### src/rtl/spi_irq_pkg.sv
// Shared constants and mode encodings for the FIFO interrupt/status block.
// Assumes a 32-bit status word with fixed field positions decoded by software.
package spi_irq_pkg;

    typedef enum logic [1:0] {
        RXI_EMPTY     = 2'd0,
        RXI_NOT_EMPTY = 2'd1,
        RXI_HALF_FULL = 2'd2,
        RXI_FULL      = 2'd3
    } rx_irq_mode_e;

    typedef enum logic [1:0] {
        TXI_ALL_IDLE  = 2'd0,
        TXI_EMPTY     = 2'd1,
        TXI_HALF_FREE = 2'd2,
        TXI_ROOM      = 2'd3
    } tx_irq_mode_e;

    // Error flag indices, shared by err_en, err_clr and the flag vector
    localparam int ERR_URUN = 0;
    localparam int ERR_OVF  = 1;
    localparam int ERR_FRM  = 2;
    localparam int NUM_ERR  = 3;

    // Status bit positions (software decodes these)
    localparam int ST_RX_EMPTY = 5;
    localparam int ST_OVF      = 6;
    localparam int ST_URUN     = 8;
    localparam int ST_FRM      = 12;
    localparam int ST_TX_LVL   = 16;
    localparam int ST_RX_LVL   = 24;
    localparam int ST_LVL_W    = 5;

endpackage

### src/rtl/fifo_depth_sel.sv
// Derives the FIFO depth in entries, and half of it, from the word width.
// Assumes a byte-sized buffer shared by all widths; width codes 2 and 3 both mean 32-bit.
module fifo_depth_sel #(
    parameter int BUF_BYTES = 16,
    parameter int CNT_W     = 5
) (
    input  logic [1:0]       width_sel,
    output logic [CNT_W-1:0] depth,
    output logic [CNT_W-1:0] half
);

    localparam int DEPTH8  = BUF_BYTES;
    localparam int DEPTH16 = BUF_BYTES / 2;
    localparam int DEPTH32 = BUF_BYTES / 4;

    // Pick the entry count for the selected word width
    always_comb begin
        unique case (width_sel)
            2'd0:    depth = CNT_W'(DEPTH8);
            2'd1:    depth = CNT_W'(DEPTH16);
            default: depth = CNT_W'(DEPTH32);
        endcase
        half = depth >> 1;
    end

endmodule

### src/rtl/rx_thresh.sv
// Receive interrupt condition: one of four fill conditions on the receive FIFO.
// Assumes level never exceeds depth; purely combinational.
module rx_thresh
    import spi_irq_pkg::*;
#(
    parameter int CNT_W = 5
) (
    input  logic [1:0]       mode,
    input  logic [CNT_W-1:0] level,
    input  logic [CNT_W-1:0] depth,
    input  logic [CNT_W-1:0] half,
    output logic             irq
);

    // Evaluate the selected fill condition
    always_comb begin
        unique case (rx_irq_mode_e'(mode))
            RXI_EMPTY:     irq = (level == '0);
            RXI_NOT_EMPTY: irq = (level != '0);
            RXI_HALF_FULL: irq = (level >= half);
            RXI_FULL:      irq = (level >= depth);
            default:       irq = 1'b0;
        endcase
    end

endmodule

### src/rtl/tx_thresh.sv
// Transmit interrupt condition: one of four space conditions on the transmit FIFO.
// Assumes level never exceeds depth; the shifter-busy input qualifies mode 0.
module tx_thresh
    import spi_irq_pkg::*;
#(
    parameter int CNT_W = 5
) (
    input  logic [1:0]       mode,
    input  logic [CNT_W-1:0] level,
    input  logic [CNT_W-1:0] depth,
    input  logic [CNT_W-1:0] half,
    input  logic             shift_busy,
    output logic             irq
);

    logic [CNT_W-1:0] half_free_lim;

    // Highest level that still leaves at least half the entries free
    assign half_free_lim = depth - half;

    // Evaluate the selected space condition
    always_comb begin
        unique case (tx_irq_mode_e'(mode))
            TXI_ALL_IDLE:  irq = (level == '0) && !shift_busy;
            TXI_EMPTY:     irq = (level == '0);
            TXI_HALF_FREE: irq = (level <= half_free_lim);
            TXI_ROOM:      irq = (level < depth);
            default:       irq = 1'b0;
        endcase
    end

endmodule

### src/rtl/sticky_flag.sv
// One sticky error bit: set by an event, cleared by a software strobe.
// A set in the same cycle as a clear wins, so no event is lost.
module sticky_flag (
    input  logic clk,
    input  logic rst_n,
    input  logic set_i,
    input  logic clr_i,
    output logic flag_o
);

    // Hold the flag until cleared; a new event overrides the clear
    always_ff @(posedge clk) begin
        if (!rst_n)
            flag_o <= 1'b0;
        else if (set_i)
            flag_o <= 1'b1;
        else if (clr_i)
            flag_o <= 1'b0;
    end

endmodule

### src/rtl/frame_check.sv
// Tracks whether a frame is open and flags a second sync pulse inside it.
// Assumes sync and end-of-frame are single-cycle strobes; inactive while unframed.
module frame_check (
    input  logic clk,
    input  logic rst_n,
    input  logic framed,
    input  logic fsync,
    input  logic frame_done,
    output logic dup_sync
);

    logic in_frame;

    // A sync pulse while a frame is open and not ending is a duplicate
    assign dup_sync = framed && fsync && in_frame && !frame_done;

    // Frame-open state: opened by sync, closed by end or by leaving framed operation
    always_ff @(posedge clk) begin
        if (!rst_n || !framed)
            in_frame <= 1'b0;
        else if (fsync)
            in_frame <= 1'b1;
        else if (frame_done)
            in_frame <= 1'b0;
    end

endmodule

### src/rtl/fifo_irq_ctrl.sv
// FIFO threshold interrupts, sticky error flags and status word for a serial peripheral.
// Assumes the FIFO levels are registered by the FIFOs and never exceed the current depth.
// Interrupt levels are combinational; error flags are registered.
module fifo_irq_ctrl
    import spi_irq_pkg::*;
#(
    parameter int BUF_BYTES = 16,
    localparam int CNT_W    = $clog2(BUF_BYTES + 1)
) (
    input  logic             clk,
    input  logic             rst_n,
    input  logic [1:0]       width_sel,
    input  logic [1:0]       rx_mode,
    input  logic [1:0]       tx_mode,
    input  logic [2:0]       err_en,
    input  logic [2:0]       err_clr,
    input  logic             framed,
    input  logic [CNT_W-1:0] tx_level,
    input  logic [CNT_W-1:0] rx_level,
    input  logic             shift_busy,
    input  logic             rx_word_in,
    input  logic             tx_word_req,
    input  logic             fsync,
    input  logic             frame_done,
    output logic             rx_wr_en,
    output logic             rx_irq,
    output logic             tx_irq,
    output logic             fault_irq,
    output logic [31:0]      status
);

    logic [CNT_W-1:0]   depth;
    logic [CNT_W-1:0]   half;
    logic               rx_full;
    logic               dup_sync;
    logic [NUM_ERR-1:0] err_set;
    logic [NUM_ERR-1:0] err_q;

    fifo_depth_sel #(.BUF_BYTES(BUF_BYTES), .CNT_W(CNT_W)) u_depth (
        .width_sel (width_sel),
        .depth     (depth),
        .half      (half)
    );

    rx_thresh #(.CNT_W(CNT_W)) u_rx_thresh (
        .mode  (rx_mode),
        .level (rx_level),
        .depth (depth),
        .half  (half),
        .irq   (rx_irq)
    );

    tx_thresh #(.CNT_W(CNT_W)) u_tx_thresh (
        .mode       (tx_mode),
        .level      (tx_level),
        .depth      (depth),
        .half       (half),
        .shift_busy (shift_busy),
        .irq        (tx_irq)
    );

    frame_check u_frame (
        .clk        (clk),
        .rst_n      (rst_n),
        .framed     (framed),
        .fsync      (fsync),
        .frame_done (frame_done),
        .dup_sync   (dup_sync)
    );

    // Receive write gating: a word arriving at a full FIFO is dropped
    assign rx_full  = (rx_level >= depth);
    assign rx_wr_en = rx_word_in && !rx_full;

    // Error events, one per sticky flag
    always_comb begin
        err_set           = '0;
        err_set[ERR_URUN] = framed && tx_word_req && (tx_level == '0);
        err_set[ERR_OVF]  = rx_word_in && rx_full;
        err_set[ERR_FRM]  = dup_sync;
    end

    for (genvar i = 0; i < NUM_ERR; i++) begin : g_err
        sticky_flag u_flag (
            .clk    (clk),
            .rst_n  (rst_n),
            .set_i  (err_set[i]),
            .clr_i  (err_clr[i]),
            .flag_o (err_q[i])
        );
    end

    // Fault line: any flag whose enable is set
    assign fault_irq = |(err_q & err_en);

    // Status word assembly; unlisted bits read zero
    always_comb begin
        status = '0;
        status[ST_TX_LVL +: CNT_W] = tx_level;
        status[ST_RX_LVL +: CNT_W] = rx_level;
        status[ST_RX_EMPTY]        = (rx_level == '0);
        status[ST_OVF]             = err_q[ERR_OVF];
        status[ST_URUN]            = err_q[ERR_URUN];
        status[ST_FRM]             = err_q[ERR_FRM];
    end

endmodule

### config.mk
export PLATFORM = sky130hd
export DESIGN_NAME = fifo_irq_ctrl
export DESIGN_NICKNAME = d
export VERILOG_FILES = /design/src/rtl/spi_irq_pkg.sv /design/src/rtl/fifo_depth_sel.sv /design/src/rtl/rx_thresh.sv /design/src/rtl/tx_thresh.sv /design/src/rtl/sticky_flag.sv /design/src/rtl/frame_check.sv /design/src/rtl/fifo_irq_ctrl.sv
export SDC_FILE = /design/constraint.sdc
export NUM_CORES = 1
export LEC_CHECK = 0
export ABC_AREA = 1
export BUFFER_PORTS_ARGS = -buffer_cell sky130_fd_sc_hd__buf_2
export CORE_MARGIN = 2
export CORE_UTILIZATION = 25
export CTS_CLUSTER_DIAMETER = 200
export DETAILED_ROUTE_END_ITERATION = 16
export PLACE_DENSITY = 0.57
export RECOVER_POWER = 50
export SETUP_SLACK_MARGIN = 0.5
export SYNTH_ARGS = -nofsm -noshare
export SYNTH_HDL_FRONTEND = slang
export SYNTH_HIERARCHICAL = 1
export SYNTH_SLANG_ARGS = --single-unit
export TNS_END_PERCENT = 5
### constraint.sdc
create_clock -name clk -period 2.15 [get_ports clk]
set_input_delay 0.1075 -clock clk [delete_from_list [all_inputs] [get_ports clk]]
set_output_delay 0.1075 -clock clk [all_outputs]
set_load 0.01 [all_outputs]
==> results by stage, run 1 <==
Clock tree:
- TritonCTS built the clock tree.
- The number of sinks handled by clock tree synthesis is 4.
- The maximum count of clock buffers along a single path is 2.
- The clock transition at the register clock pins on the worst setup and hold paths after CTS is 0.03 ns.
- The level count of the clock H-tree is 1.
- The number of clock buffers added by TritonCTS is 3.
- The count of hold-fix buffers inserted at cts is 0.
- For the worst-skew pair, the clock arrives at the later sink with an insertion delay of 0.21 ns.
- The clock tree root driver cell is sky130_fd_sc_hd__clkbuf_8.

Floorplanning:
- During I/O placement, the number of pins put on the boundary was 66.
- The die is 79.6 um tall.
- The die covers 6330 um2.
- From left edge to right edge, the die measures 79.6 um.
- The placeable core region is 5510 um2.
- The effective utilization at floorplan is 0.259.
- The initialized floorplan defines 27 standard-cell rows.

Drt:
- The routed via count divided by cell count is 3.77.
- The routed via count is 1290.
- The first-pass iteration count of the detailed router is 4.
- The post-route antenna net violation count is 0.
- The detailed router finished its first iteration with 16 violations.
- Dividing the detail-routed wire length by the instance count gives 8.46 um.
- The total detailed-routing wirelength is 2.89 mm.
- The detailed-route DRC error count is 0.

STA:
- The number of slew-limit violations in the final report is 0.
- The final-report setup violation count is 0.
- Setup repair after global routing could not meet its margin everywhere.
- The worst path meets setup with 0.157 ns of slack.
- The highest clock frequency the design can meet is 0.502 GHz.
- The worst hold-check slack is 0.153 ns.
- The count of endpoints failing hold in the final timing report is 0.
- The clock arrives with 0.00146 ns of skew.
- The smallest clock period supported by the final layout is computed as 1.99 ns.
- Of the available clock period, the critical path in the final layout requires 0.927.

Placed design:
- The worst slack at placement is 0.0229 ns.
- The detailed placement HPWL is 2.53 mm.
- The count of buffers from port buffering is 47.
- At the end of routability-driven placement, the weighted congestion stood at 0.746.

Setup path:
- The sort of element at the start of the critical path is an input pin.
- In this run the critical register-to-register path is launched from u_frame/in_frame.
- The critical-path maximum fanout is 4.
- The logic depth of the worst register-to-register path is 4.
- The endpoint type of the worst setup path is an output pin.
- The critical path is of the in -> out type.
- The critical path data arrival time is 1.89 ns.
- Data on the critical path is required at its endpoint by 2.04 ns.
- The first element of the critical path is width_sel[0].

Finish:
- The library cell used most frequently in the layout, excluding fill and tap cells, is sky130_fd_sc_hd__inv_1.
- The ratio of cells with drive above 1 in the final layout is 0.259.
- In the layout the commonest cells are 51 x sky130_fd_sc_hd__inv_1, 47 x sky130_fd_sc_hd__nand2_1, 34 x sky130_fd_sc_hd__buf_2, 26 x sky130_fd_sc_hd__ha_1, 22 x sky130_fd_sc_hd__conb_1.
- For this run, the post-layout net count is 331.
- 0 antenna diodes ended up in the layout.
- The synthesis-to-layout area growth is 21.4%.

Min path:
- The source of the worst hold timing path is framed.
- The worst min-delay path class is in -> reg.
- The worst hold path was traced through 3 stages.

Logic synthesis:
- The number of instances in the synthesized netlist is 230.
- The mean post-synth cell area is 6.21 um2.
- The post-synthesis sequential area ratio is 0.0561.
- The number of warning messages in the yosys log is 6.
- The cell area after synthesis is 1430 um2.
- After synthesis the netlist holds a flip-flop and latch count of 4.
- The synthesized netlist contains 26 unique library cells.

Global routing:
- The global-route congestion overflow total is 0.
- The overall track demand over capacity in global routing is 0.0916.
- The number of global-route vias before repair is 1133.
- The initial antenna violation count is 0.
- The pin count of the biggest net entering global routing is 8.
- The global-route wire length before repair is 4.77 mm.

Pwr:
- VDD sags by at most 0.215 mV.
- The analysis attributes to cell leakage a power of 1.00 nW.
- The power density over cell area is 327 nW/um2.

Run status:
- The run finished with clean final reports.

Run:
- Across the run, the number of max-cap violations was 0.
-- cell usage after synthesis --
cell / count / area, um2
sky130_fd_sc_hd__xor2_1: 3 / 26.3
sky130_fd_sc_hd__nand4_1: 2 / 12.5
sky130_fd_sc_hd__nand2_1: 49 / 184
sky130_fd_sc_hd__o21ai_1: 3 / 15.0
sky130_fd_sc_hd__clkbuf_1: 1 / 3.75
sky130_fd_sc_hd__a21oi_1: 9 / 45.0
sky130_fd_sc_hd__a21oi_2: 4 / 35.0
sky130_fd_sc_hd__nor3_2: 1 / 10.0
sky130_fd_sc_hd__dfxtp_1: 4 / 80.1
sky130_fd_sc_hd__nor3_1: 2 / 10.0
sky130_fd_sc_hd__nor2_2: 1 / 6.26
sky130_fd_sc_hd__o2111ai_1: 1 / 8.76
sky130_fd_sc_hd__clkinv_1: 1 / 3.75
sky130_fd_sc_hd__nand3_1: 7 / 35.0
sky130_fd_sc_hd__inv_1: 54 / 203
sky130_fd_sc_hd__nor3b_1: 2 / 15.0
sky130_fd_sc_hd__fa_1: 1 / 20.0
sky130_fd_sc_hd__nand3b_1: 1 / 7.51
sky130_fd_sc_hd__buf_4: 35 / 263
sky130_fd_sc_hd__ha_1: 28 / 350
sky130_fd_sc_hd__xnor2_1: 1 / 8.76
sky130_fd_sc_hd__nand2_2: 3 / 18.8
sky130_fd_sc_hd__or2_0: 1 / 6.26
sky130_fd_sc_hd__conb_1: 2 / 7.51
sky130_fd_sc_hd__nor2_1: 13 / 48.8
sky130_fd_sc_hd__inv_2: 1 / 3.75
-- timing repair --
item | 4_1_cts | 5_1_grt
buffers inserted | 2 | 1
endpoints found under the setup margin | 1 | 2
resized for setup | 9 | 1
pin swaps | 9 | 9
-- per-stage QoR --
| step | total power, mW | cell area (um2) | TNS (ns) | utilization | instances |
|---|---|---|---|---|---|
| after global placement | 0.394 | 1650 | 0 | 0.299 | 336 |
| final | 0.567 | 1730 | 0 | 0.315 | 342 |
| after global routing | 0.632 | 1730 | -0.0277 | 0.315 | 342 |
| after detailed placement | 0.400 | 1650 | 0 | 0.299 | 336 |
| after floorplan | 0.349 | 1580 | 0 | - | 250 |
| after CTS | 0.573 | 1730 | 0 | 0.315 | 341 |
-- cells by family after synthesis --
| kind of cell | share of synthesized area |
|---|---|
| AO/OA/AOI/OAI | 0.0727 |
| XOR/XNOR | 0.0245 |
| adder cells (fa/ha/maj) | 0.259 |
| buffers and inverters | 0.334 |
| flip-flops | 0.0561 |
| other | 0.00526 |
| AND/OR/NAND/NOR | 0.248 |
-- area by class of cell --
cell class                 instances  area [um2]
tap                               72        90.1
multi-input combinational        154        1010
timing repair buffer              53         294
inverter                          56         218
clock buffer                       3        41.3
sequential                         4        80.1
fill                             645        3770
-- critical path, cell delays in order --
cell,delay (ns)
sky130_fd_sc_hd__buf_8,0.09
sky130_fd_sc_hd__inv_6,0.03
sky130_fd_sc_hd__nor2_4,0.17
sky130_fd_sc_hd__ha_4,0.24
sky130_fd_sc_hd__a21oi_2,0.13
sky130_fd_sc_hd__o21ai_2,0.07
sky130_fd_sc_hd__xor2_1,0.16
sky130_fd_sc_hd__ha_1,0.31
sky130_fd_sc_hd__nand2_2,0.07
sky130_fd_sc_hd__nor2_2,0.09
sky130_fd_sc_hd__nand2_1,0.06
sky130_fd_sc_hd__nand3_1,0.06
sky130_fd_sc_hd__nand2_1,0.05
sky130_fd_sc_hd__nand2_1,0.06
sky130_fd_sc_hd__nand3_2,0.07
sky130_fd_sc_hd__buf_6,0.13
-- where the power goes --
group          internal (mW)  leakage [nW]  switching, mW
clock                  0.119        0.0216         0.0334
combinational          0.146         0.946          0.189
sequential            0.0774        0.0326        0.00153
total                  0.342          1.00          0.224
-- per-layer routing --
| layer | track usage | wire, um |
|---|---|---|
| met5 | 0 | 0 |
| met4 | 0.0259 | 17 |
| met3 | 0.0113 | 178 |
| met2 | 0.155 | 1300 |
| met1 | 0.121 | 1400 |
-- path summary, 6_finish.rpt --
path                       endpoint  slack [ns]
max                          tx_irq        0.16
min                u_frame/in_frame        0.15
max reg2reg  g_err[2].u_flag/flag_o        1.44
min reg2reg        u_frame/in_frame        0.46
-- sequential cells by signal (all words and copies together), names as in the netlist --
name	flops
u_frame/in_frame	1
g_err.u_flag/flag_o	3
No activity file was read; power rests on OpenSTA's default activity.
==> run 2: changes to the inputs <==
--- a/config.mk
+++ b/config.mk
@@ -13,6 +13,7 @@
 export DETAILED_ROUTE_END_ITERATION = 16
 export PLACE_DENSITY = 0.57
 export RECOVER_POWER = 50
+export REMOVE_ABC_BUFFERS = 1
 export SETUP_SLACK_MARGIN = 0.5
 export SYNTH_ARGS = -nofsm -noshare
 export SYNTH_HDL_FRONTEND = slang
==> results by stage, run 2 (synthesis gave the netlist of run 1 again) <==
Global routing:
- The global-route congestion overflow total came to 0 (unchanged).
- The number of global-route vias before repair is 1187 (was 1133).
- The global-route wire length before repair is 4.82 mm (was 4.77 mm).
- The pin count of the biggest net entering global routing is 7 (was 8).
- The overall track demand over capacity in global routing came to 0.0932 (was 0.0916).
- The initial antenna violation count is 0 (unchanged).

Min path:
- The source of the worst hold timing path is fsync (was framed).
- The worst min-delay path class is in -> reg (unchanged).
- The worst hold path endpoint was u_frame/in_frame (unchanged).
- The worst hold path depth is 3 (unchanged).

STA:
- The shortest clock period the worst path allows after layout is 1.97 ns (was 1.99 ns).
- Unrepaired setup endpoints after global routing: yes (unchanged).
- The highest clock frequency the design can meet was 0.508 GHz (was 0.502 GHz).
- The summed negative setup slack over all endpoints came to 0 ns (unchanged).
- The post-route clock period utilization came to 0.915 (was 0.927).
- The number of slew-limit violations in the final report is 0 (unchanged).
- The worst hold-check slack came to 0.152 ns (was 0.153 ns).
- The maximum clock skew at final layout was 0.0000519 ns (was 0.00146 ns).
- The final-report setup violation count is 0 (unchanged).
- The post-route worst setup slack is 0.182 ns (was 0.157 ns).
- The count of endpoints failing hold in the final timing report is 0 (unchanged).

Setup path:
- The internal reg-to-reg setup slack is 1.47 ns (was 1.44 ns).
- The critical-path maximum fanout is 6 (was 4).
- The endpoint of the lowest-slack register-to-register path is g_err[2].u_flag/flag_o (unchanged).
- The critical path data arrival time was 1.86 ns (was 1.89 ns).
- The logic depth of the worst register-to-register path is 4 (unchanged).
- The type of the worst setup path is in -> out (unchanged).
- The endpoint required time on the critical path is 2.04 ns (about the same).
- The sort of element at the start of the critical path is an input pin (unchanged).
- The reg-to-reg critical path startpoint is u_frame/in_frame (unchanged).
- The endpoint type of the worst setup path is an output pin (unchanged).

Finish:
- The net total in the final layout came to 332 (was 331).
- The synthesis-to-layout area growth is 20.8% (was 21.4%).
- The number of flip-flops in the largest register came to 3 (unchanged).
- Commonest non-fill, non-tap cells in the layout: 51 x sky130_fd_sc_hd__inv_1, 48 x sky130_fd_sc_hd__nand2_1, 35 x sky130_fd_sc_hd__buf_2, 26 x sky130_fd_sc_hd__ha_1, 22 x sky130_fd_sc_hd__conb_1 (was 51 x sky130_fd_sc_hd__inv_1, 47 x sky130_fd_sc_hd__nand2_1, 34 x sky130_fd_sc_hd__buf_2, 26 x sky130_fd_sc_hd__ha_1, 22 x sky130_fd_sc_hd__conb_1).
- The most common library cell in the layout ignoring fill and taps is sky130_fd_sc_hd__inv_1 (unchanged).
- The ratio of cells with drive above 1 in the final layout was 0.255 (was 0.259).
- The fraction of the core area covered by cells at the end of the flow is 0.313 (was 0.315).
- Largest regs: g_err.u_flag/flag_o: 3 flops, u_frame/in_frame: 1 flops (unchanged).
- The antenna diode count is 0 (unchanged).
- The register ranked first by flip-flop count was g_err.u_flag/flag_o (unchanged).

Run status:
- Result of the run: complete, no violations (unchanged).

Placed design:
- The count of buffers from port buffering came to 47 (unchanged).
- The detailed placement HPWL is 2.48 mm (was 2.53 mm).
- The worst slack at placement is -0.0426 ns (was 0.0229 ns).
- The final estimated routing congestion in global placement is 0.773 (was 0.746).

Drt:
- The average wire per standard cell is 8.28 um (was 8.46 um).
- The post-route antenna net violation count came to 0 (unchanged).
- The total length of routed met3 wires is 115 um (was 178 um).
- The routed via count divided by cell count is 3.87 (was 3.77).
- The detailed-route DRC error count is 0 (unchanged).
- The total routed wire length on the met1 layer is 1.34 mm (was 1.40 mm).
- The number of violations reported at the end of detailed-routing iteration 0 is 37 (was 16).
- The routed via count is 1328 (was 1290).
- The uppermost layer routed was met4 (unchanged).
- The first-pass iteration count of the detailed router was 4 (unchanged).
- The total detailed-routing wirelength is 2.84 mm (was 2.89 mm).
- The routed length on met2 came to 1.37 mm (was 1.30 mm).

Clock tree:
- The clock transition at the register clock pins on the worst setup and hold paths after CTS is 0.03 ns (about the same).
- The clock tree root driver cell is sky130_fd_sc_hd__clkbuf_8 (unchanged).
- The number of sinks handled by clock tree synthesis was 4 (unchanged).
- The number of buffers created by CTS is 3 (unchanged).
- The level count of the clock H-tree is 1 (unchanged).
- The maximum count of clock buffers along a single path is 2 (unchanged).
- The worst-skew pair later-pin latency is 0.21 ns (about the same).
- The TritonCTS clock tree was done (unchanged).
- The count of hold-fix buffers inserted at cts was 0 (unchanged).

Floorplanning:
- The placeable core region came to 5510 um2 (unchanged).
- The effective utilization at floorplan came to 0.259 (unchanged).
- The I/O pin total is 66 (unchanged).
- The overall die area came to 6330 um2 (unchanged).
- The floorplan die height is 79.6 um (unchanged).
- The number of core rows came to 27 (unchanged).
- The die outline width is 79.6 um (unchanged).

Pwr:
- The maximum vdd drop is 0.193 mV (was 0.215 mV).
- The static leakage power was 0.998 nW (was 1.00 nW).
- The power density over cell area is 330 nW/um2 (was 327 nW/um2).

Run:
- The max-capacitance violation count is 0 (unchanged).
[run 2: cell types whose count changed in the layout (fill, tap and decap cells not counted), sizes merged]
| cell | delta |
|---|---|
| buf | +1 |
[run 2: area by class of cell]
type,count,area [um2]
clock buffer,3,41.3
fill,619,3780
inverter,56,210
multi-input combinational,154,1010
sequential,4,80.1
tap,72,90.1
timing repair buffer,54,295
[run 2: metal layers]
layer / track usage / up-vias
met5: 0 / -
met3: 0.0113 / 2
met1: 0.115 / 569
li1: - / 727
met2: 0.165 / 30
met4: 0.0328 / 0
[run 2: worst max-delay path by stage]
stage,cells after the start,start,endpoint,slack (ns)
final,14,width_sel[1],tx_irq,0.18
after global routing,16,width_sel[1],tx_irq,0.05
after CTS,16,width_sel[0],tx_irq,0.16
after detailed placement,15,width_sel[1],tx_irq,-0.04
after global placement,15,width_sel[1],tx_irq,0.03
after floorplan,14,width_sel[0],tx_irq,0.18
[run 2: stage by stage]
step           instances  total power, mW  instance area, um2
2_1_floorplan        214            0.276                1240
4_1_cts              342            0.565                1710
3_3_place_gp         337            0.376                1590
6_report             343            0.569                1720
3_5_place_dp         337            0.382                1590
5_1_grt              343            0.640                1720
[run 2: timing repair]
item / 4_1_cts / 5_1_grt
gates resized for setup: 14 / 7
pin swaps: 9 / 10
hold endpoints to repair: 0 / 0
endpoints found under the setup margin: 3 / 3
buffers inserted: 2 / 1
[run 2: where the power goes]
group | internal (mW) | total (mW) | leakage, nW | switching, mW
clock network | 0.119 | 0.157 | 0.0216 | 0.0373
logic | 0.143 | 0.334 | 0.943 | 0.191
registers | 0.0774 | 0.0786 | 0.0326 | 0.00121
[run 2: worst max-delay path: stages]
cell	delay [ns]
sky130_fd_sc_hd__buf_8	0.11
sky130_fd_sc_hd__buf_6	0.13
sky130_fd_sc_hd__fa_2	0.38
sky130_fd_sc_hd__o21ai_2	0.15
sky130_fd_sc_hd__xor2_1	0.08
sky130_fd_sc_hd__ha_1	0.31
sky130_fd_sc_hd__nand2_2	0.08
sky130_fd_sc_hd__nor2_4	0.11
sky130_fd_sc_hd__nand2_1	0.06
sky130_fd_sc_hd__nand3_1	0.06
sky130_fd_sc_hd__nand2_1	0.05
sky130_fd_sc_hd__nand2_1	0.05
sky130_fd_sc_hd__nand3_1	0.06
sky130_fd_sc_hd__buf_2	0.14
==> run 3: changes to the inputs <==
--- a/config.mk
+++ b/config.mk
@@ -5,13 +5,16 @@
 export SDC_FILE = /design/constraint.sdc
 export NUM_CORES = 1
 export LEC_CHECK = 0
-export ABC_AREA = 1
+export ABC_AREA = 0
+export ABC_CLOCK_PERIOD_IN_PS = 2150
 export BUFFER_PORTS_ARGS = -buffer_cell sky130_fd_sc_hd__buf_2
+export CELL_PAD_IN_SITES_DETAIL_PLACEMENT = 0
+export CELL_PAD_IN_SITES_GLOBAL_PLACEMENT = 2
 export CORE_MARGIN = 2
 export CORE_UTILIZATION = 25
 export CTS_CLUSTER_DIAMETER = 200
 export DETAILED_ROUTE_END_ITERATION = 16
-export PLACE_DENSITY = 0.57
+export PLACE_DENSITY = 0.91
 export RECOVER_POWER = 50
 export REMOVE_ABC_BUFFERS = 1
 export SETUP_SLACK_MARGIN = 0.5
==> results by stage, run 3 <==
Run status:
- Result of the run: complete, but fails checks (was complete, no violations).
- The final reports fail on negative setup slack.

Global routing:
- The overall track demand over capacity in global routing came to 0.0999 (was 0.0932).
- The global-route wire length before repair came to 5.06 mm (was 4.82 mm).
- The number of global-route vias before repair came to 1150 (was 1187).
- The initial antenna violation count was 0 (unchanged).
- The pin count of the biggest net entering global routing was 7 (unchanged).
- The global-route congestion overflow total was 0 (unchanged).

Clock tree:
- The worst-skew pair later-pin latency is 0.21 ns (about the same).
- The clock transition at the register clock pins on the worst setup and hold paths after CTS is 0.03 ns (about the same).
- The clock tree root driver cell was sky130_fd_sc_hd__clkbuf_8 (unchanged).
- The maximum count of clock buffers along a single path is 2 (unchanged).
- The number of sinks handled by clock tree synthesis was 4 (unchanged).
- The level count of the clock H-tree was 1 (unchanged).
- The TritonCTS clock tree is done (unchanged).
- The count of hold-fix buffers inserted at cts was 0 (unchanged).
- The number of buffers created by CTS is 3 (unchanged).

STA:
- The post-route worst setup slack is -0.0572 ns (was 0.182 ns).
- The shortest clock period the worst path allows after layout is 2.21 ns (was 1.97 ns).
- The summed negative setup slack over all endpoints was -0.0572 ns (was 0 ns).
- The maximum clock skew at final layout was 0.0000593 ns (was 0.0000519 ns).
- The number of slew-limit violations in the final report was 0 (unchanged).
- The highest clock frequency the design can meet was 0.453 GHz (was 0.508 GHz).
- The post-route clock period utilization is 1.03 (was 0.915).
- The count of endpoints failing hold in the final timing report is 0 (unchanged).
- Unrepaired setup endpoints after global routing: yes (unchanged).
- The final-report setup violation count came to 1 (was 0).
- The worst hold-check slack is 0.146 ns (was 0.152 ns).

Setup path:
- The type of the worst setup path is in -> out (unchanged).
- The slowest cell on the critical path is sky130_fd_sc_hd__fa_2 (unchanged).
- The endpoint required time on the critical path is 2.04 ns (about the same).
- The endpoint of the lowest-slack register-to-register path was g_err[2].u_flag/flag_o (unchanged).
- The sort of element at the start of the critical path was an input pin (unchanged).
- The cell family contributing the most delay on the critical path is compound AO/OA/AOI/OAI gates (was adder cells).
- The peak per-stage delay on the critical path is 0.34 ns (was 0.38 ns).
- The endpoint type of the worst setup path is an output pin (unchanged).
- The critical-path maximum fanout is 5 (was 6).
- Cells traversed along the worst timing path: buf_8 > buf_6 > fa_2 > inv_2 > a21o_1 > a21oi_2 > xnor2_1 > ha_1 > nand4_1 > nor2_1 > a211o_1 > a211oi_2 > buf_2 (was buf_8 > buf_6 > fa_2 > o21ai_2 > xor2_1 > ha_1 > nand2_2 > nor2_4 > nand2_1 > nand3_1 > nand2_1 > nand2_1 > nand3_1 > buf_2).
- The critical path data arrival time is 2.10 ns (was 1.86 ns).
- The logic depth of the worst register-to-register path was 3 (was 4).
- The internal reg-to-reg setup slack is 1.27 ns (was 1.47 ns).
- The total buffers and inverters traversed by the critical path is 4 (was 3).
- The reg-to-reg critical path startpoint was u_frame/in_frame (unchanged).

Placed design:
- The detailed placement HPWL is 2.37 mm (was 2.48 mm).
- The count of buffers from port buffering is 47 (unchanged).
- The placed cell count came to 285 (was 337).
- The final estimated routing congestion in global placement is 0.722 (was 0.773).

Logic synthesis:
- The mean post-synth cell area was 7.68 um2 (was 6.21 um2).
- The area share of the largest cell type after synthesis is 0.259 (was 0.245).
- Most common library cells after synthesis: 35 x sky130_fd_sc_hd__buf_4, 31 x sky130_fd_sc_hd__inv_1, 28 x sky130_fd_sc_hd__ha_1 (was 54 x sky130_fd_sc_hd__inv_1, 49 x sky130_fd_sc_hd__nand2_1, 35 x sky130_fd_sc_hd__buf_4).
- The number of instances in the synthesized netlist is 176 (was 230).
- The cell area after synthesis is 1350 um2 (was 1430 um2).
- The number of enable flip-flop cells after synthesis is 0 (unchanged).
- The prevailing post-synth register cell is sky130_fd_sc_hd__dfxtp_1 (unchanged).
- The post-synthesis sequential area ratio came to 0.0592 (was 0.0561).
- Leading cell types by total area after synthesis: sky130_fd_sc_hd__ha_1 26%, sky130_fd_sc_hd__buf_4 19%, sky130_fd_sc_hd__inv_1 8.6% (was sky130_fd_sc_hd__ha_1 25%, sky130_fd_sc_hd__buf_4 18%, sky130_fd_sc_hd__inv_1 14%).
- The cell with the most instances after synthesis is sky130_fd_sc_hd__buf_4 (was sky130_fd_sc_hd__inv_1).
- The number of warning messages in the yosys log is 6 (unchanged).
- The count of state elements after synthesis is 4 (unchanged).
- The number of unique standard cell types used by synthesis was 37 (was 26).
- The proportion of synthesized flip-flops having asynchronous set or reset was 0 (unchanged).
- The top cell type by total area after synthesis was sky130_fd_sc_hd__ha_1 (unchanged).

Finish:
- Largest regs: g_err.u_flag/flag_o: 3 flops, u_frame/in_frame: 1 flops (unchanged).
- The net total in the final layout is 280 (was 332).
- The fraction of the core area covered by cells at the end of the flow is 0.326 (was 0.313).
- The register ranked first by flip-flop count is g_err.u_flag/flag_o (unchanged).
- Commonest non-fill, non-tap cells in the layout: 36 x sky130_fd_sc_hd__buf_2, 28 x sky130_fd_sc_hd__inv_1, 25 x sky130_fd_sc_hd__ha_1, 22 x sky130_fd_sc_hd__conb_1, 9 x sky130_fd_sc_hd__clkbuf_1 (was 51 x sky130_fd_sc_hd__inv_1, 48 x sky130_fd_sc_hd__nand2_1, 35 x sky130_fd_sc_hd__buf_2, 26 x sky130_fd_sc_hd__ha_1, 22 x sky130_fd_sc_hd__conb_1).
- The synthesis-to-layout area growth was 24.5% (was 20.8%).
- The sequential cell area in the final layout came to 80.1 um2 (unchanged).
- The final cell count without fillers is 289 (was 343).
- The ratio of cells with drive above 1 in the final layout is 0.333 (was 0.255).
- The total of fill cells in the finished design was 562 (was 619).
- The antenna diode count is 0 (unchanged).
- The number of flip-flops in the largest register is 3 (unchanged).
- The footprint of the multi-input gates is 1040 um2 (was 1010 um2).
- The most common library cell in the layout ignoring fill and taps is sky130_fd_sc_hd__buf_2 (was sky130_fd_sc_hd__inv_1).

Floorplanning:
- The effective utilization at floorplan is 0.261 (was 0.259).
- The die outline width is 77.6 um (was 79.6 um).
- The I/O pin total came to 66 (unchanged).
- The placeable core region was 5170 um2 (was 5510 um2).
- The overall die area is 6010 um2 (was 6330 um2).
- The number of core rows is 26 (was 27).
- The floorplan die height was 77.6 um (was 79.6 um).

Drt:
- The first-pass iteration count of the detailed router is 4 (unchanged).
- The average wire per standard cell was 9.85 um (was 8.28 um).
- The detailed-route DRC error count is 0 (unchanged).
- The routed via count is 1183 (was 1328).
- The total detailed-routing wirelength is 2.85 mm (was 2.84 mm).
- The routed via count divided by cell count is 4.09 (was 3.87).
- The post-route antenna net violation count came to 0 (unchanged).
- The number of violations reported at the end of detailed-routing iteration 0 is 19 (was 37).

Pwr:
- The static leakage power is 0.863 nW (was 0.998 nW).
- The power density over cell area was 332 nW/um2 (was 330 nW/um2).
- The maximum vdd drop is 0.156 mV (was 0.193 mV).

Min path:
- The worst hold path endpoint is u_frame/in_frame (unchanged).
- The source of the worst hold timing path was framed (was fsync).
- The worst min-delay path class is in -> reg (unchanged).
- The worst hold path depth is 2 (was 3).

Run:
- The max-capacitance violation count is 0 (unchanged).
==> run 3: changes by cell type after synthesis, sizes merged, moves of 2 or more <==
cell and delta:
inv -24, nor2b +7, o21a +4, a211oi +4, o21ai +5, a21oi -8
a21o +2, nand2 -47, nand3 -4, nand2b +2, nor3 +3, nor2 -7
or4 +4
==> run 3: worst max path at each step <==
stage                 startpoint  endpoint  slack, ns  cells after the start
CTS                 width_sel[1]    tx_irq      -0.07                     13
detailed placement  width_sel[1]    tx_irq      -0.22                     13
global route        width_sel[1]    tx_irq      -0.22                     13
finish              width_sel[1]    tx_irq      -0.06                     13
global placement    width_sel[1]    tx_irq      -0.18                     13
floorplan           width_sel[0]    tx_irq      -0.14                     11
==> run 3: per-layer routing <==
layer  vias up  global-route usage  wire (um)  part of all wire
met4         0              0.0357         22            0.0077
met5         -                   0          0                 0
met2        34               0.175       1410              0.49
met1       520               0.123       1280              0.45
li1        625                   -          -                 -
met3         4              0.0163        139             0.049
==> run 3: cells by family (layout without fill, tap and decap cells) <==
group	Yosys count	count (layout)	synth area share
AOI/OAI and AO/OA	30	30	0.153
xor gates and xnor gates	5	5	0.0324
adders and majority gates	29	29	0.274
buffers and inverters	67	90	0.283
DFF	4	4	0.0592
other	2	22	0.00555
and+or+nand+nor	39	39	0.193
==> run 3: what timing repair did <==
item / 4_1_cts / 5_1_grt
pin swaps: 15 / 8
resized for setup: 17 / 7
buffers inserted: 0 / 1
setup endpoints to repair: 2 / 2
==> run 3: layout make-up <==
cell class	count	area share
Tap cell	70	0.0520
Multi-Input combinational cell	125	0.620
Sequential cell	4	0.0475
Clock buffer	3	0.0245
Inverter	31	0.0691
Timing Repair Buffer	56	0.187
==> run 3: where the power goes <==
part / switching, mW / total (mW) / internal (mW)
registers: 0.00148 / 0.0790 / 0.0776
logic: 0.171 / 0.324 / 0.154
clock network: 0.0364 / 0.156 / 0.119
==> run 3: through the flow <==
step / total power, mW / setup WS, ns / instance area, um2
floorplan: 0.249 / -0.139 / 1160
global placement: 0.364 / -0.180 / 1540
detailed placement: 0.367 / -0.222 / 1540
CTS: 0.552 / -0.0698 / 1660
global route: 0.621 / -0.222 / 1680
finish: 0.559 / -0.0572 / 1680
